## src/rtl/pmc_pkg.sv

```systemverilog
package pmc_pkg;

  localparam int CFG_W   = 22;
  localparam int OVF_BIT = 22;

  // configuration word, MSB first
  typedef struct packed {
    logic [4:0] umask;
    logic       int_en;
    logic       usr_en;
    logic       os_en;
    logic       edg;
    logic       inv;
    logic [2:0] thr;
    logic [7:0] sel;
    logic       en;
  } pmc_cfg_t;

  // threshold compare; threshold 0 means "any activity"
  function automatic logic thresh_pass(input logic [7:0] cnt, input logic [2:0] thr,
                                       input logic inv);
    logic [7:0] t;
    t = {5'd0, thr};
    if (thr == 3'd0) return (cnt != 8'd0);
    return inv ? (cnt < t) : (cnt >= t);
  endfunction

  function automatic logic priv_ok(input logic [1:0] ring, input logic os_en,
                                   input logic usr_en);
    logic both;
    both = !os_en && !usr_en;
    return (ring == 2'd0) ? (os_en || both) : (usr_en || both);
  endfunction

  function automatic logic mask_ok(input logic [4:0] umask, input logic [4:0] state,
                                   input logic is_cache);
    return !is_cache || (umask == 5'd0) || ((umask & state) != 5'd0);
  endfunction

endpackage

```

## src/rtl/pmc_qualifier.sv

```systemverilog
module pmc_qualifier
  import pmc_pkg::*;
#(
  parameter int NUM_SRC      = 8,
  parameter int EVT_W        = 3,
  parameter int CACHE_SEL_LO = 5,
  parameter int CACHE_SEL_HI = 7
) (
  input  pmc_cfg_t                   cfg_i,
  input  logic [NUM_SRC*EVT_W-1:0]   evt_cnt_i,
  input  logic [1:0]                 priv_i,
  input  logic [4:0]                 line_state_i,
  output logic                       cond_o,
  output logic [EVT_W-1:0]           level_inc_o
);

  logic [EVT_W-1:0] raw_cnt;
  logic             is_cache;
  logic             allow;

  always_comb begin
    raw_cnt = '0;
    for (int s = 0; s < NUM_SRC; s++) begin
      if (cfg_i.sel == 8'(s)) raw_cnt = evt_cnt_i[s*EVT_W +: EVT_W];
    end
  end

  assign is_cache = (cfg_i.sel >= 8'(CACHE_SEL_LO)) && (cfg_i.sel <= 8'(CACHE_SEL_HI));
  assign allow    = cfg_i.en && priv_ok(priv_i, cfg_i.os_en, cfg_i.usr_en)
                    && mask_ok(cfg_i.umask, line_state_i, is_cache);
  assign cond_o   = allow && thresh_pass(8'(raw_cnt), cfg_i.thr, cfg_i.inv);

  always_comb begin
    if (!allow)                level_inc_o = '0;
    else if (cfg_i.thr == 3'd0) level_inc_o = raw_cnt;
    else                       level_inc_o = EVT_W'(cond_o);
  end

endmodule

```

## src/rtl/pmc_counter.sv

```systemverilog
module pmc_counter
  import pmc_pkg::*;
#(
  parameter int CTR_W = 48,
  parameter int EVT_W = 3
) (
  input  logic             clk,
  input  logic             rst_n,
  input  logic             cfg_we_i,
  input  logic [CTR_W-1:0] wdata_i,
  input  logic             cnt_we_i,
  input  logic             cond_i,
  input  logic [EVT_W-1:0] level_inc_i,
  output pmc_cfg_t         cfg_o,
  output logic [CTR_W-1:0] cnt_o,
  output logic             ovf_o
);

  pmc_cfg_t         cfg_q;
  logic [CTR_W-1:0] cnt_q;
  logic             ovf_q;
  logic             prev_q;
  logic [EVT_W-1:0] inc;
  logic [CTR_W:0]   sum;
  logic             wrap_evt;
  logic             ovf_clr;

  always_comb begin
    if (!cfg_q.en)     inc = '0;
    else if (cfg_q.edg) inc = EVT_W'(cond_i && !prev_q);
    else               inc = level_inc_i;
  end

  assign sum      = {1'b0, cnt_q} + (CTR_W+1)'(inc);
  assign wrap_evt = sum[CTR_W] && cfg_q.int_en && !cnt_we_i;
  assign ovf_clr  = cfg_we_i && wdata_i[OVF_BIT];

  always_ff @(posedge clk or negedge rst_n) begin
    if (!rst_n) begin
      cfg_q  <= '0;
      cnt_q  <= '0;
      ovf_q  <= 1'b0;
      prev_q <= 1'b0;
    end else begin
      if (cfg_we_i) cfg_q <= pmc_cfg_t'(wdata_i[CFG_W-1:0]);
      cnt_q  <= cnt_we_i ? wdata_i : sum[CTR_W-1:0];
      prev_q <= cfg_q.en ? cond_i : 1'b0;
      if (wrap_evt)     ovf_q <= 1'b1;
      else if (ovf_clr) ovf_q <= 1'b0;
    end
  end

  assign cfg_o = cfg_q;
  assign cnt_o = cnt_q;
  assign ovf_o = ovf_q;

  AST_WRITE_WINS: assert property (@(posedge clk) disable iff (!rst_n)
    cnt_we_i |=> cnt_q == $past(wdata_i));
  AST_DISABLED_HOLDS: assert property (@(posedge clk) disable iff (!rst_n)
    (!cfg_q.en && !cnt_we_i) |=> $stable(cnt_q));
  AST_THR_SINGLE_STEP: assert property (@(posedge clk) disable iff (!rst_n)
    (cfg_q.en && cfg_q.thr != 3'd0 && !cnt_we_i) |=> ((cnt_q - $past(cnt_q)) <= CTR_W'(1)));
  AST_EDGE_NO_REPEAT: assert property (@(posedge clk) disable iff (!rst_n)
    (cfg_q.en && cfg_q.edg && prev_q && !cnt_we_i) |=> $stable(cnt_q));
  AST_EDGE_CLEARED: assert property (@(posedge clk) disable iff (!rst_n)
    !cfg_q.en |=> !prev_q);
  AST_OVF_NEEDS_IE: assert property (@(posedge clk) disable iff (!rst_n)
    $rose(ovf_q) |-> $past(cfg_q.int_en));

endmodule

```

## src/rtl/pmc_bank.sv

```systemverilog
module pmc_bank
  import pmc_pkg::*;
#(
  parameter int NUM_CTR = 4,
  parameter int CTR_W   = 48,
  parameter int NUM_SRC = 8,
  parameter int EVT_W   = 3,
  localparam int IDX_W  = $clog2(NUM_CTR),
  localparam int ADDR_W = IDX_W + 1
) (
  input  logic                     clk,
  input  logic                     rst_n,
  input  logic [NUM_SRC*EVT_W-1:0] evt_cnt_i,
  input  logic [1:0]               priv_i,
  input  logic [4:0]               line_state_i,
  input  logic                     reg_we_i,
  input  logic [ADDR_W-1:0]        reg_addr_i,
  input  logic [CTR_W-1:0]         reg_wdata_i,
  output logic [CTR_W-1:0]         reg_rdata_o,
  output logic                     irq_o
);

  pmc_cfg_t         cfg   [NUM_CTR];
  logic [CTR_W-1:0] cnt   [NUM_CTR];
  logic [NUM_CTR-1:0] ovf;
  logic [IDX_W-1:0] idx;
  logic             is_cfg;

  assign idx    = reg_addr_i[IDX_W-1:0];
  assign is_cfg = reg_addr_i[IDX_W];

  for (genvar c = 0; c < NUM_CTR; c++) begin : g_ctr
    logic             cond;
    logic [EVT_W-1:0] level_inc;
    logic             sel_me;

    assign sel_me = reg_we_i && (idx == IDX_W'(c));

    pmc_qualifier #(.NUM_SRC(NUM_SRC), .EVT_W(EVT_W)) u_qual (
      .cfg_i        (cfg[c]),
      .evt_cnt_i    (evt_cnt_i),
      .priv_i       (priv_i),
      .line_state_i (line_state_i),
      .cond_o       (cond),
      .level_inc_o  (level_inc)
    );

    pmc_counter #(.CTR_W(CTR_W), .EVT_W(EVT_W)) u_cnt (
      .clk         (clk),
      .rst_n       (rst_n),
      .cfg_we_i    (sel_me && is_cfg),
      .wdata_i     (reg_wdata_i),
      .cnt_we_i    (sel_me && !is_cfg),
      .cond_i      (cond),
      .level_inc_i (level_inc),
      .cfg_o       (cfg[c]),
      .cnt_o       (cnt[c]),
      .ovf_o       (ovf[c])
    );
  end

  always_comb begin
    reg_rdata_o = '0;
    for (int c = 0; c < NUM_CTR; c++) begin
      if (idx == IDX_W'(c))
        reg_rdata_o = is_cfg ? CTR_W'({ovf[c], cfg[c]}) : cnt[c];
    end
  end

  assign irq_o = |ovf;

  AST_IRQ_FOLLOWS_FLAGS: assert property (@(posedge clk) disable iff (!rst_n)
    (ovf == '0) |-> !irq_o);

endmodule

```

## config.mk

```make
export PLATFORM = sky130hd
export DESIGN_NAME = pmc_bank
export DESIGN_NICKNAME = d
export VERILOG_FILES = /design/src/rtl/pmc_pkg.sv /design/src/rtl/pmc_qualifier.sv /design/src/rtl/pmc_counter.sv /design/src/rtl/pmc_bank.sv
export SDC_FILE = /design/constraint.sdc
export NUM_CORES = 1
export LEC_CHECK = 0
export ABC_CLOCK_PERIOD_IN_PS = 5800
export BUFFER_PORTS_ARGS = -buffer_cell sky130_fd_sc_hd__buf_2
export CAP_MARGIN = 20
export CORE_MARGIN = 2
export CORE_UTILIZATION = 47
export DETAILED_ROUTE_END_ITERATION = 10
export HOLD_SLACK_MARGIN = 0.08
export SLEW_MARGIN = 25
export SYNTH_ARGS = -nofsm -noshare
export SYNTH_HDL_FRONTEND = slang
export SYNTH_HIERARCHICAL = 1
export SYNTH_SLANG_ARGS = --single-unit
export TNS_END_PERCENT = 50
```

## constraint.sdc

```tcl
create_clock -name clk -period 5.8 [get_ports clk]
set_input_delay 1.16 -clock clk [delete_from_list [all_inputs] [get_ports clk]]
set_output_delay 1.16 -clock clk [all_outputs]
set_load 0.01 [all_outputs]
```

* After elaboration in Yosys (flattened, before gate mapping)
Index checks and enable logic that the tools add are counted.
** Operators by class
- Add/subtract/negate cells :: 4
- Magnitude comparators :: 16
- Equal/unequal tests :: 31
- Multiplexer cells :: 92
- Bitwise operators :: 4
- Reduce and logical (&&, ||, !) cells :: 112
** Operator list (count)
- two-way mux 48 bit :: 12
- adder 48 x 3 -> 49 bit :: 4
- two-way mux 3 bit :: 48
- equality test 8 x 3 -> 1 bit, second input constant :: 16
- equality test 8 x 2 -> 1 bit, second input constant :: 8
- logical AND 1 bit :: 48
- equality test 8 x 1 -> 1 bit, second input constant :: 4
- >= comparator 8 x 3 -> 1 bit, second input constant :: 4
- less-or-equal comparator 8 x 3 -> 1 bit, second input constant :: 4
- zero test 8 bit :: 4
- two-way mux 1 bit :: 32
- zero test 1 bit :: 21
- AND 5 bit :: 4
- zero test 5 bit :: 4
- nonzero test 5 bit :: 4
- logical OR 1 bit :: 16
- >= comparator 3 bit :: 4
- zero test 3 bit :: 4
- less-than comparator 3 bit :: 4
- nonzero test 3 bit :: 4
- nonzero test 2 bit :: 4
- equality test 2 bit, second input constant :: 2
- zero test 2 bit :: 2
- OR reduction 4 bit :: 1
- equality test 2 x 1 -> 1 bit, second input constant :: 1
** Word-level totals
- Flip-flop bits (word level) :: 288
- Input port bits :: 85
- Output and inout bits :: 49
- Logic and storage cells :: 307

* Depth between registers and ports, before layout
Gate-level depths: netlist (run 1).
- Depth in word-level cells :: 21
- Mapped depth :: 22

* Cells and area by module
Netlist (run 1), hierarchy kept.
** By module, submodules not included
- pmc_counter at g_ctr[1].u_cnt ... :: instances 3, cells each 398, area each 3988.8 µm², seq. area each 1801.7 µm²
- pmc_counter at g_ctr[0].u_cnt :: instances 1, cells each 382, area each 3776.1 µm², seq. area each 1801.7 µm²
- pmc_bank :: instances 1, cells each 156, area each 2260.9 µm², seq. area each 0.0 µm²
- pmc_qualifier :: instances 4, cells each 69, area each 535.5 µm², seq. area each 0.0 µm²

* Worst setup path after synthesis (run 1)
OpenSTA, ideal clock, no wires.
- Kind :: input -> register
- Start :: in evt_cnt_i[4]
- End :: reg g_ctr[0].u_cnt.cnt_q[42]
- Setup time :: 0.082 ns
- Arrival :: 4.936 ns
- Data required time :: 5.718 ns
- Path slack :: 0.782 ns
- Stages on the path :: 19
- Path buffers :: 0
- Cells stage by stage :: mux4_1 > nand2_1 > a21boi_2 > ha_1 > nor2b_1 > o21a_1 > o211ai_1 > nand3_1 > a21oi_1 > nand2_1 > o22ai_1 > and2_1 > ha_1 > fa_1 > a21oi_1 > or3_1 > or3_4 > or4_1 > a31oi_1
** Between the ends
- Cells in the longest elaborated chain, start to end :: 17
** RTL lines
- start: declaration :: RTL line pmc_bank.sv:13 : input logic [NUM_SRC*EVT_W-1:0] evt_cnt_i,
- two-way mux 3 bit (*) (7 in a row) :: RTL line pmc_qualifier.sv:24 : if (cfg_i.sel == 8'(s)) raw_cnt = evt_cnt_i[s*EVT_W +: EVT_W];
- >= comparator 3 bit, or another cell as far along :: RTL line pmc_pkg.sv:25 : return inv ? (cnt < t) : (cnt >= t);
- two-way mux 1 bit, on equally long branches :: RTL line pmc_pkg.sv:25, pmc_pkg.sv:24
- two-way mux 1 bit (*) :: RTL line pmc_pkg.sv:25
- logical AND 1 bit (*) :: RTL line pmc_qualifier.sv:31 : assign cond_o = allow && thresh_pass(8'(raw_cnt), cfg_i.thr, cfg_i.inv);
- via g_ctr[0].cond :: RTL line pmc_bank.sv:33 : logic cond;
- two-way mux 3 bit :: RTL line pmc_qualifier.sv:35 : else if (cfg_i.thr == 3'd0) level_inc_o = raw_cnt;
- two-way mux 3 bit :: RTL line pmc_qualifier.sv:34 : if (!allow) level_inc_o = '0;
- two-way mux 3 bit (*) :: RTL line pmc_counter.sv:30 : else if (cfg_q.edg) inc = EVT_W'(cond_i && !prev_q);
- two-way mux 3 bit (*) :: RTL line pmc_counter.sv:29 : if (!cfg_q.en) inc = '0;
- adder 48 x 3 -> 49 bit (*) :: RTL line pmc_counter.sv:34 : assign sum = {1'b0, cnt_q} + (CTR_W+1)'(inc);
- two-way mux 48 bit (*) :: RTL line pmc_counter.sv:46 : cnt_q <= cnt_we_i ? wdata_i : sum[CTR_W-1:0];
- end signal: assignment :: RTL line pmc_counter.sv:46
- end: declaration :: RTL line pmc_counter.sv:20 : logic [CTR_W-1:0] cnt_q;
Mark *: on every way through the listed nets, which the timed path passes. The rest lies on a longest branch. The select of a mux whose other input is x is not followed.
A chain may end at the register's enable or synchronous reset.

* Final worst setup path (run 1)
- Start :: reg g_ctr[1].u_cnt.cfg_q, in the netlist g_ctr[1].u_cnt/cfg_o[1]
- End :: reg g_ctr[1].u_cnt.cnt_q[40]
** Between the ends
- Cells in the longest elaborated chain, start to end :: 19
** RTL lines
- start: declaration :: RTL line pmc_counter.sv:19 : pmc_cfg_t cfg_q;
- start signal: assignment :: RTL line pmc_counter.sv:45 : if (cfg_we_i) cfg_q <= pmc_cfg_t'(wdata_i[CFG_W-1:0]);
- zero test 8 bit :: RTL line pmc_qualifier.sv:24
- two-way mux 3 bit (8 in a row) :: RTL line pmc_qualifier.sv:24
- >= comparator 3 bit, or another cell as far along :: RTL line pmc_pkg.sv:25
- two-way mux 1 bit, on equally long branches :: RTL line pmc_pkg.sv:25, pmc_pkg.sv:24
- two-way mux 1 bit :: RTL line pmc_pkg.sv:25
- logical AND 1 bit (*) :: RTL line pmc_qualifier.sv:31
- via g_ctr[1].cond :: RTL line pmc_bank.sv:33
- two-way mux 3 bit :: RTL line pmc_qualifier.sv:35
- two-way mux 3 bit :: RTL line pmc_qualifier.sv:34
- two-way mux 3 bit (*) :: RTL line pmc_counter.sv:30
- two-way mux 3 bit (*) :: RTL line pmc_counter.sv:29
- adder 48 x 3 -> 49 bit (*) :: RTL line pmc_counter.sv:34
- two-way mux 48 bit (*) :: RTL line pmc_counter.sv:46
- end signal: assignment :: RTL line pmc_counter.sv:46
- end: declaration :: RTL line pmc_counter.sv:20
Marks and branches as above.

==> results.md, run 1 <==
- Residual DRC: 0
- Syn avg cell area: 10.0 um2
- Crit path kind: reg2reg
- Fin crit share: 0.866
- Unrepaired setup endpoints after global routing: false
- RR Endpoint: g_ctr[1].u_cnt/cnt_o[40]
- Share of layout cells above drive strength 1: 0.250
- R2R Setup Slk: 0.78 ns
- Final slew viol count: 0
- CTS Root Cell: clkbuf_16
- Hold buffer count at CTS: 0
- Worst-path fanout max: 15
- Max-cap violation count: 0
- GP Congestion: 0.977
- Min-delay worst type: in2async
- H-Tree Depth: 2
- Area contributors post-synth: dfrtp_1 (36%), mux4_2 (8.4%), mux2_2 (6.7%)
- Final setup viols: 0
- FF/Latch Area: 0.00721 mm2
- Worst VDD drop: 211 uV
- Status: complete, no violations
- Site Rows: 75
- Post-synthesis sequential area ratio: 0.358
- Yosys warns: 6
- Most frequent cells in the layout: dfrtp_1 (288), nand2_1 (246), buf_2 (130)
- Ys async rst share: 1.00
- Dominant synthesized flop cell: dfrtp_1
- Post-synthesis register bit count: 288
- DRT Wirelength: 73300 um
- Reg clk slew, reported paths: 0.06 ns
- Nets: 2228
- Rel. slew slack: 0.451
- Minimum clock period: 5.02 ns
- Tot GR Track Use: 0.332
- Flop pwr share: 0.432
- Leakage: 8.64 nW
- Number of enable flip-flop cells after synthesis: 0
- Crit path required time: 6.26 ns
- Reg-to-reg startpoint: g_ctr[1].u_cnt/cfg_o[1]
- F_max: 199 MHz
- Post-synth top area cell: dfrtp_1
- DR vias/cell: 6.53
- Vias in the first global route: 16448
- Initial antenna violation count: 8
- GRT Residual Overflow: 0
- Post-CTS sizing: 0
- Die height: 211 um
- Largest net degree at the start of global routing: 130
- P&R area growth vs syn: 11.4%
- Filler Cell Count: 3799
- Via count: 17506
- CTS tree: built
- Non-Filler Instances: 2681
- Longest Clk Path Bufs: 3
- Psw: 2.66 mW
- Drt first-iter violations: 1933
- Initial core utilization: 0.478
- Pwr dens: 330 mW/mm2
- Critical path capture point type: flip-flop
- I/O pin total: 134
- # port buffers: 133
- Mapped Nets: 2121
- Hold Vio Cnt, Final: 0
- Mapped cell area: 0.0201 mm2
- Count of different cell masters after synthesis: 76
- Setup TNS: 0 ns
- Clk Latency, worst-skew pair: 0.56 ns
- Floorplan core area: 0.0421 mm2
- Post-CTS Repair Setup Buffers: 0
- Internal Power: 4.75 mW
- WHS: 0.535 ns
- Drt pass-1 iters: 5
- Combinational share of power: 0.262
- Cells after Synth: 2008
- CP Launch Type: flip-flop
- Post-route ant nets: 0
- Clock share of power: 0.306
- Wire per inst: 27.3 um
- Clock Skew: 0.0260 ns
- DP HPWL: 55500 um
- Die Area: 0.0445 mm2
- Top cell type's share of synthesized area: 0.358
- Sink Count: 288
- CP arrival: 5.48 ns
- Most common cell after layout, fill and taps aside: dfrtp_1
- Area of the multi-input gates: 0.0122 mm2
- Die X-Extent: 211 um
- Dpl cells: 2616
- Worst slew pin tran: 0.823 ns
- First-pass GRT wire length: 109000 um
- R2R depth: 19
- CTS Buf Count: 35
- Sw frac: 0.359
-- Yosys cell counts (40+ instances only) --
cell,number
dfrtp_1,288
nand2_1,246
mux2_2,119
o21ai_0,103
nand3_1,87
nor2_1,83
mux4_2,75
xnor2_1,74
nand4_1,63
xor2_1,63
clkbuf_1,55
o21ai_1,53
nor3_1,52
nor2b_1,50
inv_1,48
nor4_1,40
-- power by group through the flow --
stage / clock network (mW) / logic (mW) / registers [mW]
CTS: 2.30 / 1.91 / 3.17
detailed placement: 0 / 1.90 / 3.20
finish: 2.27 / 1.94 / 3.20
floorplan: 0 / 1.41 / 2.87
global placement: 0 / 1.87 / 3.19
global route: 2.38 / 2.11 / 3.26
-- sequential cells by signal (all words and copies together) (netlist names) --
register and count:
g_ctr.u_cnt/ovf_o 4, g_ctr.u_cnt/cfg_o 88, g_ctr.u_cnt/prev_q 4, g_ctr.u_cnt/cnt_o 192
-- critical path, stage by stage (launching register included) --
cell and delay, ns:
dfrtp_1 0.68, mux4_1 0.72, nand2_1 0.13, a21boi_2 0.07, ha_1 0.29, nor2b_1 0.13
o21a_1 0.16, o211ai_1 0.16, nand3_1 0.13, a21oi_1 0.20, nand2_1 0.07, o22ai_1 0.12
and2_1 0.14, ha_1 0.19, fa_1 0.22, a21o_1 0.21, and2_1 0.34, nand3_2 0.24
or4_1 0.56, a31oi_1 0.17
-- worst max-delay path by stage --
stage | startpoint | endpoint | slack, ns | cells after the start
after floorplan | evt_cnt_i[4] | g_ctr[0].u_cnt/cnt_o[42] | 0.78 | 19
after global placement | evt_cnt_i[4] | g_ctr[0].u_cnt/cnt_o[42] | 0.30 | 20
after detailed placement | evt_cnt_i[4] | g_ctr[0].u_cnt/cnt_o[42] | 0.29 | 20
after CTS | g_ctr[1].u_cnt/cfg_o[1] | g_ctr[1].u_cnt/cnt_o[40] | 0.82 | 19
after global routing | g_ctr[3].u_cnt/cfg_o[2] | g_ctr[3].u_cnt/cnt_o[40] | 0.43 | 20
final | g_ctr[1].u_cnt/cfg_o[1] | g_ctr[1].u_cnt/cnt_o[40] | 0.78 | 19
-- final cells by class --
cell class	count	share of cell area
Inverter	48	0.00802
Sequential cell	288	0.321
Timing Repair Buffer	170	0.0447
Multi-Input combinational cell	1572	0.545
Clock inverter	13	0.00780
Tap cell	539	0.0300
Clock buffer	45	0.0429
Antenna cell	6	0.000669
-- per-layer routing --
| metal | track usage | up-vias | routed length, um |
|---|---|---|---|
| met4 | 0.107 | 2 | 2400 |
| met1 | 0.490 | 8702 | 31500 |
| met3 | 0.0920 | 130 | 8320 |
| li1 | - | 7762 | - |
| met2 | 0.471 | 910 | 31100 |
| met5 | 0 | - | 13 |
-- stage by stage --
step	power [mW]	utilization	setup WS, ns	instance area (um2)
3_5_place_dp	5.11	0.505	0.291	21300
3_3_place_gp	5.06	0.505	0.304	21300
6_report	7.41	0.533	0.780	22500
5_1_grt	7.75	0.533	0.432	22400
2_1_floorplan	4.28	-	0.782	20100
4_1_cts	7.39	0.532	0.820	22400
-- cell families after synthesis --
kind of cell / Yosys count / synth area share
mux: 215 / 0.172
fa+ha+maj: 28 / 0.0189
flops: 288 / 0.358
compound gates: 324 / 0.105
simple gates: 868 / 0.250
xor+xnor: 137 / 0.0596
buf+inv: 148 / 0.0368
Power figures use the tool's default switching activity.
==> run 2, diff against run 1 <==
Settings changed: ABC_AREA set to 1.
==> run 2 against run 1 <==
- combinational power grew 3%
- sequential share of layout area fell by 3.1 points
- setup slack got worse by 0.0074 ns
- global-route usage increased by 6.7 points
- critical path depth is 15 higher
- flip-flop and latch count is the same
- via count grew 39%
- non-clock buffer count down 11
- critical path type unchanged
==> results.md, run 2 <==
- Post-CTS Repair Setup Buffers: 0
- Initial antenna violation count: 3
- Final slew viol count: 0
- Sink Count: 288
- Count of different cell masters after synthesis: 43
- Number of enable flip-flop cells after synthesis: 0
- Dpl cells: 4200
- Rel. slew slack: 0.374
- Non-Filler Instances: 4267
- Crit path kind: reg2reg
- Tot GR Track Use: 0.399
- Filler Cell Count: 4950
- DRT Wirelength: 99200 um
- Die X-Extent: 222 um
- Die Area: 0.0495 mm2
- Max incr delay on CP: 0.59 ns
- Post-CTS sizing: 0
- CP max stage cell: dfrtp_1
- Final setup viols: 0
- Via count: 24322
- Pwr dens: 302 mW/mm2
- Minimum clock period: 5.03 ns
- Leakage: 11.5 nW
- Overall power: 7.51 mW
- R2R depth: 34
- Yosys warns: 6
- Wire per inst: 23.3 um
- Longest Clk Path Bufs: 3
- Post-route cell area: 0.0248 mm2
- DR vias/cell: 5.70
- Placed cell area: 0.0236 mm2
- Worst VDD drop: 262 uV
- Most common cell after layout, fill and taps aside: nand2_1
- Clk Latency, worst-skew pair: 0.57 ns
- Ys async rst share: 1.00
- Nets: 3736
- CTS Root Cell: clkbuf_16
- Drt first-iter violations: 3020
- Cells after Synth: 3535
- I/O pin total: 134
- Fin crit share: 0.867
- Crit path required time: 6.25 ns
- GRT Residual Overflow: 0
- CP arrival: 5.48 ns
- Clock Skew: 0.0206 ns
- Critical path capture point type: flip-flop
- Die height: 222 um
- Share of layout cells above drive strength 1: 0.128
- Top cell type's share of synthesized area: 0.321
- H-Tree Depth: 2
- First-pass GRT wire length: 146000 um
- Hold path depth: 2
- Post-synthesis sequential area ratio: 0.321
- Dominant synthesized flop cell: dfrtp_1
- Min-delay worst type: reg2reg
- Vias in the first global route: 22815
- Drt pass-1 iters: 6
- Post-route ant nets: 0
- Max-cap violation count: 0
- Residual DRC: 0
- GP Congestion: 1.03
- Largest net degree at the start of global routing: 91
- Mapped Nets: 3648
- Area contributors post-synth: dfrtp_1 (32%), nand2_1 (25%), nor2_1 (6.4%)
- Initial core utilization: 0.473
- Most frequent cells in the layout: nand2_1 (1500), nor2_1 (380), dfrtp_1 (288)
- Hold Vio Cnt, Final: 0
- Post-synth top area cell: dfrtp_1
- Setup ws final: 0.772 ns
- Reg clk slew, reported paths: 0.06 ns
- F_max: 199 MHz
- Most frequent cell after synthesis: nand2_1
- Mapped cell area: 0.0224 mm2
- CP Launch Type: flip-flop
- Site Rows: 80
- Worst slew pin tran: 0.938 ns
- P&R area growth vs syn: 10.7%
- CTS Buf Count: 36
- Top cells by count, synth: nand2_1 (1500), nor2_1 (380), dfrtp_1 (288)
- CTS tree: built
- Post-synthesis register bit count: 288
- Hold buffer count at CTS: 0
- Syn avg cell area: 6.34 um2
- Crit path top cell by count: nand2_1
- Largest register FFs: 192
- Place WS: 0.706 ns
- Floorplan core area: 0.0474 mm2
- DP HPWL: 76400 um
- Worst-path fanout max: 11
- # port buffers: 133
- Setup TNS: 0 ns
- Unrepaired setup endpoints after global routing: false
- Status: complete, no violations
[run 2: cell types whose count changed after synthesis, sizes merged, moves of 67 or more]
cell and delta:
inv +277, nor2 +384, mux2 -67, nand2 +1271, mux4 -87, nand3 +162
[run 2: kinds of logic after synthesis]
kind of cell / count (synthesis) / synth area share
multiplexers: 64 / 0.0319
flip-flops: 288 / 0.321
XOR/XNOR: 70 / 0.0273
AND/OR/NAND/NOR: 2447 / 0.475
buffers and inverters: 439 / 0.0786
adder cells (fa/ha/maj): 28 / 0.0170
AO/OA/AOI/OAI: 199 / 0.0486
[run 2: report_power, final]
| part | leakage [nW] | internal (mW) | switching [mW] |
|---|---|---|---|
| Sequential | 3.57 | 2.43 | 0.692 |
| Clock | 0.589 | 1.42 | 0.970 |
| Combinational | 7.37 | 0.701 | 1.29 |
| Total | 11.5 | 4.55 | 2.96 |
[run 2: layer usage]
metal | vias to the layer above | GRT usage | wire, um
met5 | - | 0 | 32
met4 | 4 | 0.279 | 7950
met3 | 295 | 0.0472 | 8020
met2 | 1248 | 0.602 | 42500
met1 | 11411 | 0.537 | 40800
li1 | 11364 | - | -
[run 2: area by class of cell]
class / count / area [um2] / share of cell area
sequential: 288 / 7210 / 0.290
tap: 615 / 769 / 0.0310
antenna: 2 / 5.00 / 0.000202
timing repair buffer: 159 / 898 / 0.0362
multi-input combinational: 2808 / 13500 / 0.544
clock buffer: 52 / 1030 / 0.0416
clock inverter: 13 / 178 / 0.00716
inverter: 330 / 1240 / 0.0500
[run 2: final timing paths]
check                                    startpoint                        to  slack [ns]
max in group asynchronous                     rst_n  g_ctr[2].u_cnt/cnt_o[47]        3.86
hold reg to reg            g_ctr[0].u_cnt/cfg_o[12]  g_ctr[0].u_cnt/cfg_o[12]        0.52
setup / recovery            g_ctr[3].u_cnt/cfg_o[2]  g_ctr[3].u_cnt/cnt_o[32]        0.77
min in group asynchronous                     rst_n  g_ctr[3].u_cnt/cnt_o[29]        0.57
setup reg to reg            g_ctr[3].u_cnt/cfg_o[2]  g_ctr[3].u_cnt/cnt_o[32]        0.77
hold / removal             g_ctr[0].u_cnt/cfg_o[12]  g_ctr[0].u_cnt/cfg_o[12]        0.52
[run 2: metrics by stage]
step,hold slack [ns],util
2_1_floorplan,0.463,-
3_3_place_gp,0.487,0.498
3_5_place_dp,0.501,0.498
4_1_cts,0.514,0.523
5_1_grt,0.532,0.523
6_report,0.519,0.523
[run 2: critical path: cells and delay by family, from the launching register on]
kind / cells / cell delay, ns
AO/OA/AOI/OAI: 5 / 1.21
flip-flops: 1 / 0.59
AND/OR/NAND/NOR: 25 / 2.30
adder cells (fa/ha/maj): 3 / 0.72
buffers and inverters: 1 / 0.06
